$ cat config.mk
export PLATFORM = sky130hd
export DESIGN_NAME = rx_dest_filter
export DESIGN_NICKNAME = d
export VERILOG_FILES = /design/src/rtl/rxf_pkg.sv /design/src/rtl/rxf_rst_sync.sv /design/src/rtl/rxf_cfg_regs.sv /design/src/rtl/rxf_exact_match.sv /design/src/rtl/rxf_hash_engine.sv /design/src/rtl/rx_dest_filter.sv
export SDC_FILE = /design/constraint.sdc
export NUM_CORES = 2
export LEC_CHECK = 0
export ABC_CLOCK_PERIOD_IN_PS = 49300
export BUFFER_PORTS_ARGS = -buffer_cell sky130_fd_sc_hd__buf_2
export CAP_MARGIN = 20
export CORE_ASPECT_RATIO = 1.2
export CORE_MARGIN = 1.5
export CORE_UTILIZATION = 50
export DETAILED_ROUTE_END_ITERATION = 12
export GPL_ROUTABILITY_DRIVEN = 0
export PLACE_DENSITY = 0.73
export REMOVE_ABC_BUFFERS = 1
export SLEW_MARGIN = 5
export SYNTH_ARGS = -nofsm -noshare
export SYNTH_HDL_FRONTEND = slang
export SYNTH_SLANG_ARGS = --single-unit
$ cat constraint.sdc
create_clock -name clk -period 49.3 [get_ports clk]
set_clock_uncertainty 0.1 [all_clocks]
set_input_delay 4.93 -clock clk [delete_from_list [all_inputs] [get_ports clk]]
set_output_delay 4.93 -clock clk [all_outputs]
set_load 0.01 [all_outputs]
$ cat src/rtl/rxf_pkg.sv
package rxf_pkg;

  localparam int ADDR_BYTES = 6;
  localparam int HASH_WORDS = 8;
  localparam int MODE_REG   = 0;
  localparam int HASH_BASE  = 8;
  localparam int PERF_BASE  = 16;
  localparam logic [31:0] CRC_POLY_REFL = 32'hEDB8_8320;

  typedef struct packed {
    logic [1:0] hsize;
    logic       drop_bcast;
    logic       hash_or_exact;
    logic       hash_mc;
    logic       pass_mc;
    logic       promisc;
  } mode_t;

  function automatic mode_t mode_from_word(input logic [31:0] w);
    mode_t m;
    m.promisc       = w[0];
    m.pass_mc       = w[1];
    m.hash_mc       = w[2];
    m.hash_or_exact = w[3];
    m.drop_bcast    = w[4];
    m.hsize         = w[9:8];
    return m;
  endfunction

  function automatic logic [31:0] crc_byte(input logic [31:0] c, input logic [7:0] b);
    logic [31:0] r;
    r = c ^ {24'h0, b};
    for (int i = 0; i < 8; i++) begin
      r = r[0] ? ((r >> 1) ^ CRC_POLY_REFL) : (r >> 1);
    end
    return r;
  endfunction

  // Top eight bits of the bit-reversed inverted CRC, taken from its low byte.
  function automatic logic [7:0] top_rev8(input logic [7:0] inv_low);
    logic [7:0] r;
    for (int i = 0; i < 8; i++) begin
      r[7-i] = inv_low[i];
    end
    return r;
  endfunction

endpackage

$ cat src/rtl/rxf_rst_sync.sv
module rxf_rst_sync (
  input  logic clk,
  input  logic rst_n,
  output logic rst_sync_n
);
  logic [1:0] sync_q;

  always_ff @(posedge clk or negedge rst_n) begin
    if (!rst_n) sync_q <= 2'b00;
    else        sync_q <= {sync_q[0], 1'b1};
  end

  assign rst_sync_n = sync_q[1];
endmodule

$ cat src/rtl/rxf_cfg_regs.sv
module rxf_cfg_regs
  import rxf_pkg::*;
#(
  parameter int N_PERF = 4,
  parameter int CFG_AW = 5
) (
  input  logic                             clk,
  input  logic                             rst_n,
  input  logic                             we,
  input  logic [CFG_AW-1:0]                addr,
  input  logic [31:0]                      wdata,
  output mode_t                            mode_o,
  output logic [HASH_WORDS-1:0][31:0]      hash_o,
  output logic [N_PERF-1:0][47:0]          perf_o
);
  mode_t mode_q, mode_d;

  always_comb begin
    mode_d = mode_q;
    if (we && addr == CFG_AW'(MODE_REG)) mode_d = mode_from_word(wdata);
  end

  always_ff @(posedge clk or negedge rst_n) begin
    if (!rst_n) mode_q <= '0;
    else        mode_q <= mode_d;
  end

  for (genvar w = 0; w < HASH_WORDS; w++) begin : g_hash
    logic        en;
    logic [31:0] q;
    always_comb en = we && (addr == CFG_AW'(HASH_BASE + w));
    always_ff @(posedge clk or negedge rst_n) begin
      if (!rst_n)  q <= '0;
      else if (en) q <= wdata;
    end
    assign hash_o[w] = q;
  end

  for (genvar e = 0; e < N_PERF; e++) begin : g_perf
    logic        en_lo, en_hi;
    logic [31:0] lo_q;
    logic [15:0] hi_q;
    always_comb begin
      en_lo = we && (addr == CFG_AW'(PERF_BASE + 2*e));
      en_hi = we && (addr == CFG_AW'(PERF_BASE + 2*e + 1));
    end
    always_ff @(posedge clk or negedge rst_n) begin
      if (!rst_n)     lo_q <= '0;
      else if (en_lo) lo_q <= wdata;
    end
    always_ff @(posedge clk or negedge rst_n) begin
      if (!rst_n)     hi_q <= '0;
      else if (en_hi) hi_q <= wdata[15:0];
    end
    assign perf_o[e] = {hi_q, lo_q};
  end

  assign mode_o = mode_q;
endmodule

$ cat src/rtl/rxf_exact_match.sv
module rxf_exact_match #(
  parameter int N_PERF = 4
) (
  input  logic [47:0]              addr,
  input  logic [N_PERF-1:0][47:0]  table_i,
  output logic                     hit
);
  logic [N_PERF-1:0] ent_hit;

  for (genvar e = 0; e < N_PERF; e++) begin : g_cmp
    always_comb ent_hit[e] = (|table_i[e]) && (table_i[e] == addr);
  end

  assign hit = |ent_hit;
endmodule

$ cat src/rtl/rxf_hash_engine.sv
module rxf_hash_engine
  import rxf_pkg::*;
(
  input  logic                         clk,
  input  logic                         rst_n,
  input  logic                         load,
  input  logic                         step,
  input  logic [2:0]                   byte_sel,
  input  logic [47:0]                  da,
  input  logic [1:0]                   hsize,
  input  logic [HASH_WORDS-1:0][31:0]  tbl,
  output logic                         hit
);
  logic [31:0]                   crc_q, crc_d;
  logic [ADDR_BYTES-1:0][7:0]    bytes;
  logic [7:0]                    rev8;
  logic [7:0]                    idx;

  assign bytes = da;

  always_comb begin
    crc_d = crc_q;
    if (load)      crc_d = '1;
    else if (step) crc_d = crc_byte(crc_q, bytes[byte_sel]);
  end

  always_ff @(posedge clk or negedge rst_n) begin
    if (!rst_n) crc_q <= '0;
    else        crc_q <= crc_d;
  end

  always_comb begin
    rev8 = top_rev8(~crc_q[7:0]);
    case (hsize)
      2'd0:    idx = {2'b00, rev8[7:2]};
      2'd1:    idx = {1'b0,  rev8[7:1]};
      default: idx = rev8;
    endcase
    hit = tbl[idx[7:5]][idx[4:0]];
  end
endmodule

$ cat src/rtl/rx_dest_filter.sv
module rx_dest_filter
  import rxf_pkg::*;
#(
  parameter int N_PERF = 4,
  parameter int CFG_AW = $clog2(PERF_BASE + 2*N_PERF)
) (
  input  logic              clk,
  input  logic              rst_n,
  input  logic              cfg_we,
  input  logic [CFG_AW-1:0] cfg_addr,
  input  logic [31:0]       cfg_wdata,
  input  logic              da_valid,
  input  logic [47:0]       da,
  output logic              done_o,
  output logic              accept_o
);
  localparam logic [2:0] HIT_STAGE  = 3'(ADDR_BYTES);
  localparam logic [2:0] DONE_STAGE = 3'(ADDR_BYTES + 1);

  logic rst_sync_n;

  mode_t                        mode_q;
  logic [HASH_WORDS-1:0][31:0]  hash_live;
  logic [N_PERF-1:0][47:0]      perf_live;

  logic                         busy_q, busy_d;
  logic [2:0]                   cnt_q, cnt_d;
  logic [47:0]                  snap_da_q;
  mode_t                        snap_mode_q;
  logic [HASH_WORDS-1:0][31:0]  snap_hash_q;
  logic                         exact_hit_live, exact_q;
  logic                         hash_hit_live, hash_q;
  logic                         done_q, done_d, accept_q, accept_d;
  logic                         start, crc_step, cap_en, verdict;
  logic                         is_bcast, is_group;

  rxf_rst_sync u_rst (
    .clk        (clk),
    .rst_n      (rst_n),
    .rst_sync_n (rst_sync_n)
  );

  rxf_cfg_regs #(.N_PERF(N_PERF), .CFG_AW(CFG_AW)) u_cfg (
    .clk    (clk),
    .rst_n  (rst_sync_n),
    .we     (cfg_we),
    .addr   (cfg_addr),
    .wdata  (cfg_wdata),
    .mode_o (mode_q),
    .hash_o (hash_live),
    .perf_o (perf_live)
  );

  rxf_exact_match #(.N_PERF(N_PERF)) u_exact (
    .addr    (da),
    .table_i (perf_live),
    .hit     (exact_hit_live)
  );

  rxf_hash_engine u_hash (
    .clk      (clk),
    .rst_n    (rst_sync_n),
    .load     (start),
    .step     (crc_step),
    .byte_sel (cnt_q),
    .da       (snap_da_q),
    .hsize    (snap_mode_q.hsize),
    .tbl      (snap_hash_q),
    .hit      (hash_hit_live)
  );

  always_comb begin
    start    = da_valid && !busy_q;
    crc_step = busy_q && (cnt_q < HIT_STAGE);
    cap_en   = busy_q && (cnt_q == HIT_STAGE);
  end

  always_comb begin
    is_bcast = &snap_da_q;
    is_group = snap_da_q[0];
    if (snap_mode_q.promisc)      verdict = 1'b1;
    else if (is_bcast)            verdict = !snap_mode_q.drop_bcast;
    else if (is_group) begin
      if (snap_mode_q.pass_mc)      verdict = 1'b1;
      else if (snap_mode_q.hash_mc) verdict = hash_q || (snap_mode_q.hash_or_exact && exact_q);
      else                          verdict = exact_q;
    end
    else                          verdict = exact_q;
  end

  always_comb begin
    busy_d   = busy_q;
    cnt_d    = cnt_q;
    done_d   = 1'b0;
    accept_d = 1'b0;
    if (start) begin
      busy_d = 1'b1;
      cnt_d  = '0;
    end else if (busy_q) begin
      cnt_d = cnt_q + 3'd1;
      if (cnt_q == DONE_STAGE) begin
        busy_d   = 1'b0;
        cnt_d    = '0;
        done_d   = 1'b1;
        accept_d = verdict;
      end
    end
  end

  always_ff @(posedge clk or negedge rst_sync_n) begin
    if (!rst_sync_n) begin
      busy_q   <= 1'b0;
      cnt_q    <= '0;
      done_q   <= 1'b0;
      accept_q <= 1'b0;
    end else begin
      busy_q   <= busy_d;
      cnt_q    <= cnt_d;
      done_q   <= done_d;
      accept_q <= accept_d;
    end
  end

  always_ff @(posedge clk or negedge rst_sync_n) begin
    if (!rst_sync_n) begin
      snap_da_q   <= '0;
      snap_mode_q <= '0;
      snap_hash_q <= '0;
      exact_q     <= 1'b0;
    end else if (start) begin
      snap_da_q   <= da;
      snap_mode_q <= mode_q;
      snap_hash_q <= hash_live;
      exact_q     <= exact_hit_live;
    end
  end

  always_ff @(posedge clk or negedge rst_sync_n) begin
    if (!rst_sync_n)  hash_q <= 1'b0;
    else if (cap_en)  hash_q <= hash_hit_live;
  end

  assign done_o   = done_q;
  assign accept_o = accept_q;
endmodule

==> results.txt <==
Total number of yosys warnings - 0
Worst Tran Pin Value - 1287 ps
Peak fanout along the critical path - 227
Final global-route overflow total - 0
Chip width - 251.0 um
Placed cell areas - 0.03793 mm^2
DR WL/cell - 23.73 um
Total number of nets in the final design - 3,411
Final hold violation count - 0
Site row count - 108
Portion of netlist area occupied by mux cells - 17.49%
Total wire length after detailed routing - 102.4 mm
Status - complete, no violations
Number of vias in the routed layout - 25,680
Initial Util - 50.75%
Largest cells by area after synthesis - sky130_fd_sc_hd__dfrtp_1 (55%), sky130_fd_sc_hd__mux2_2 (14%), sky130_fd_sc_hd__nand2_1 (10%), sky130_fd_sc_hd__xor2_1 (4.8%), sky130_fd_sc_hd__clkbuf_1 (2.2%)
Arrival @ worst endpoint - 7930 ps
Library cells used by synthesis - 72
Slew margin rel. - 14.20%
Share of the clock period used by the worst path - 15.12%
Post-synthesis area per instance - 10.96 um^2
Simple-gate share of the synthesized area - 15.36%
Most area-hungry cell type in the Yosys netlist - sky130_fd_sc_hd__dfrtp_1
Clock slew seen by the registers of the worst setup and hold paths - 60 ps
Asr flop ratio synth - 100.0%
Antenna Nets Post-Route - 0
Setup TNS - 0 ps
Main combinational cell family by area after synthesis - multiplexers
Clock latency on the worst-skew pair - 650 ps
Number of buffers inserted by post-CTS setup repair - 0
# port buffers - 90
Cells resized by post-CTS repair - 0
Total I/O pin count - 91
Count of routing violations after the opening detailed-route iteration - 2,356
Synth Flop Type - sky130_fd_sc_hd__dfrtp_1
Area of the mapped netlist - 0.03690 mm^2
Maximum number of pins on one net before global-route repair - 228
Total power per unit cell area - 64.91 mW/mm^2
Bufs on Longest Clock Path - 3
Fin crit period - 7456 ps
Parity-gate share of the synthesized area counting xor and xnor cells - 6.501%
Final-layout fill cell count - 6,083
Die Outline Area - 0.07544 mm^2
Total number of H-tree levels - 3
Share of cells above drive strength 1 - 23.03%
Die Y - 300.6 um
Number of antenna cells inserted - 0
Number of buffers added by the clock tree synthesis step - 75
Count of hold buffers inserted by post-cts repair - 0
Total count of max-transition violations in the final report - 0
Via count of the first global-routing pass - 26,220
Area of all placed cells without fillers - 0.04051 mm^2
First-pass GRT wire length - 157.5 mm
IR Drop Worst-Case VDD - 0.06364 mV
Number of instances in the synthesized netlist - 3,366
P&R area growth vs syn - 9.790%
Post-synthesis register bit count - 808
TritonCTS clock tree - built
Timing-limited maximum frequency - 134.1 MHz
Register area share after synthesis - 54.80%
DRC violations left - 0
First-pass detailed-route iteration total - 5
Category of the worst setup path launch point - input port
Final setup violation count - 0
Ranking of synthesized cells by instance count - sky130_fd_sc_hd__nand2_1 (1,022), sky130_fd_sc_hd__dfrtp_1 (808), sky130_fd_sc_hd__mux2_2 (462)
Leakage power of the design - 19.43 nW
HPWL reported at the end of detailed placement - 63.17 mm
Critical path endpoint category - flop
Critical path data required time - 49,780 ps
Vias per cell - 5.947
GR Util All Layers - 27.52%
Initial antenna violation count - 1
Complex-gate fraction of the synthesized area - 2.882%
CTS root buf - sky130_fd_sc_hd__clkbuf_16
Critical setup path kind - input port to flop
Unrepaired setup endpoints after global routing - no
Arithmetic-cell share of the synthesized area counting full adders, half adders and majority gates - 0.06782%
Fraction of synthesized cell area taken by the top area cell type - 54.80%
Cell with the most instances after synthesis - sky130_fd_sc_hd__nand2_1
Worst hold path type - flop to asynchronous set/reset pin
MaxCap Viol Count - 0
Core region area - 0.07270 mm^2
Number of flops mapped to enable cells by yosys - 0
Sink Count - 808
[power breakdown]
part,switching (mW),internal (mW),leakage [nW]
sequential,0.154,0.869,10.3
clock,0.262,0.337,1.26
combinational,0.556,0.451,7.83
[routing by layer]
layer | GRT usage, % | wire (um) | vias up
li1 | - | - | 11290
met5 | 0 | 0 | -
met1 | 34.93 | 40710 | 13110
met3 | 4.098 | 6174 | 319
met4 | 15.45 | 6052 | 0
met2 | 45.48 | 49500 | 960
[placed cells by master, fill, tap and decap left out, drive strengths merged, types with 4 or more instances in the layout]
cell and count:
a2111oi 8, a211oi 20, a21oi 43, a311oi 9, a31oi 11, and3 20
and3b 4, buf 134, bufinv 4, clkbuf 112, clkinv 22, dfrtp 808
inv 4, mux2 462, mux2i 57, mux4 30, nand2 1023, nand2b 5
nand3 22, nand3b 6, nand4 42, nor2 20, nor2b 10, nor3 48
nor3b 7, nor4 107, o21ai 22, o221ai 4, o22ai 5, xnor2 56
xor2 205
[registers in the layout, indices dropped and copies added (netlist names)]
signal             flops
accept_o               1
done_o                 1
cnt_q                  3
hash_q                 1
busy_q                 1
exact_q                1
u_cfg.g_perf.hi_q     64
u_hash.crc_q          32
snap_mode_q            7
u_rst.sync_q           2
u_cfg.mode_o           7
u_cfg.g_perf.lo_q    128
snap_da_q             48
snap_hash_q          256
u_cfg.g_hash.q       256
[metrics by stage]
| stage | setup WS (ps) | total power, mW | hold slack [ps] | utilization, % | cells |
|---|---|---|---|---|---|
| finish | 41840 | 2.629 | 237.3 | 55.72 | 4317 |
| global route | 41760 | 2.777 | 279.4 | 55.72 | 4317 |
| CTS | 42000 | 2.633 | 255.8 | 55.68 | 4316 |
| detailed placement | 41360 | 2.029 | 241.3 | 52.18 | 4177 |
| global placement | 41400 | 2.000 | 240.5 | 52.18 | 4177 |
| floorplan | 25010 | 1.769 | 231.2 | - | 3109 |
[final cells by class]
| cell class | count | area (um^2) | area share, % |
|---|---|---|---|
| clock buffers | 112 | 2226 | 5.495 |
| clock inverters | 27 | 322.8 | 0.7969 |
| inverters | 4 | 15.01 | 0.03706 |
| multi-input cells | 2297 | 15720 | 38.79 |
| flip-flops and latches | 808 | 20220 | 49.92 |
| well taps | 935 | 1170 | 2.888 |
| repair buffers | 134 | 838.3 | 2.069 |
[worst max-delay path: stages]
cell                      delay [ps]
sky130_fd_sc_hd__buf_2           150
sky130_fd_sc_hd__nor2b_4         590
sky130_fd_sc_hd__buf_4           890
sky130_fd_sc_hd__buf_12          660
sky130_fd_sc_hd__nand2_1         160
sky130_fd_sc_hd__nand2_1         110
[cell families (layout without fill, tap and decap cells)]
logic type	Yosys count	count (layout)
fa+ha+maj	2	2
xor+xnor	262	262
mux	549	549
flops	808	808
other cells	1	1
buf+inv	261	277
compound gates	156	156
simple gates	1327	1327
[path summary, 6_finish.rpt]
path | start | end | slack [ps] | cells after the start
max reg2reg | snap_mode_q[6]$_DFFE_PN0P_ | hash_q$_DFFE_PN0P_ | 44570 | 10
max | da_valid | snap_hash_q[21]$_DFFE_PN0P_ | 41840 | 6
min reg2reg | u_rst.sync_q[1]$_DFF_PN0_ | snap_hash_q[115]$_DFFE_PN0P_ | 240 | 0
min | u_rst.sync_q[1]$_DFF_PN0_ | snap_hash_q[115]$_DFFE_PN0P_ | 240 | 0
max in group asynchronous | rst_n | u_rst.sync_q[1]$_DFF_PN0_ | 45050 | 1
min in group clk | u_rst.sync_q[0]$_DFF_PN0_ | u_rst.sync_q[1]$_DFF_PN0_ | 250 | 0
Power figures use the tool's default switching activity.
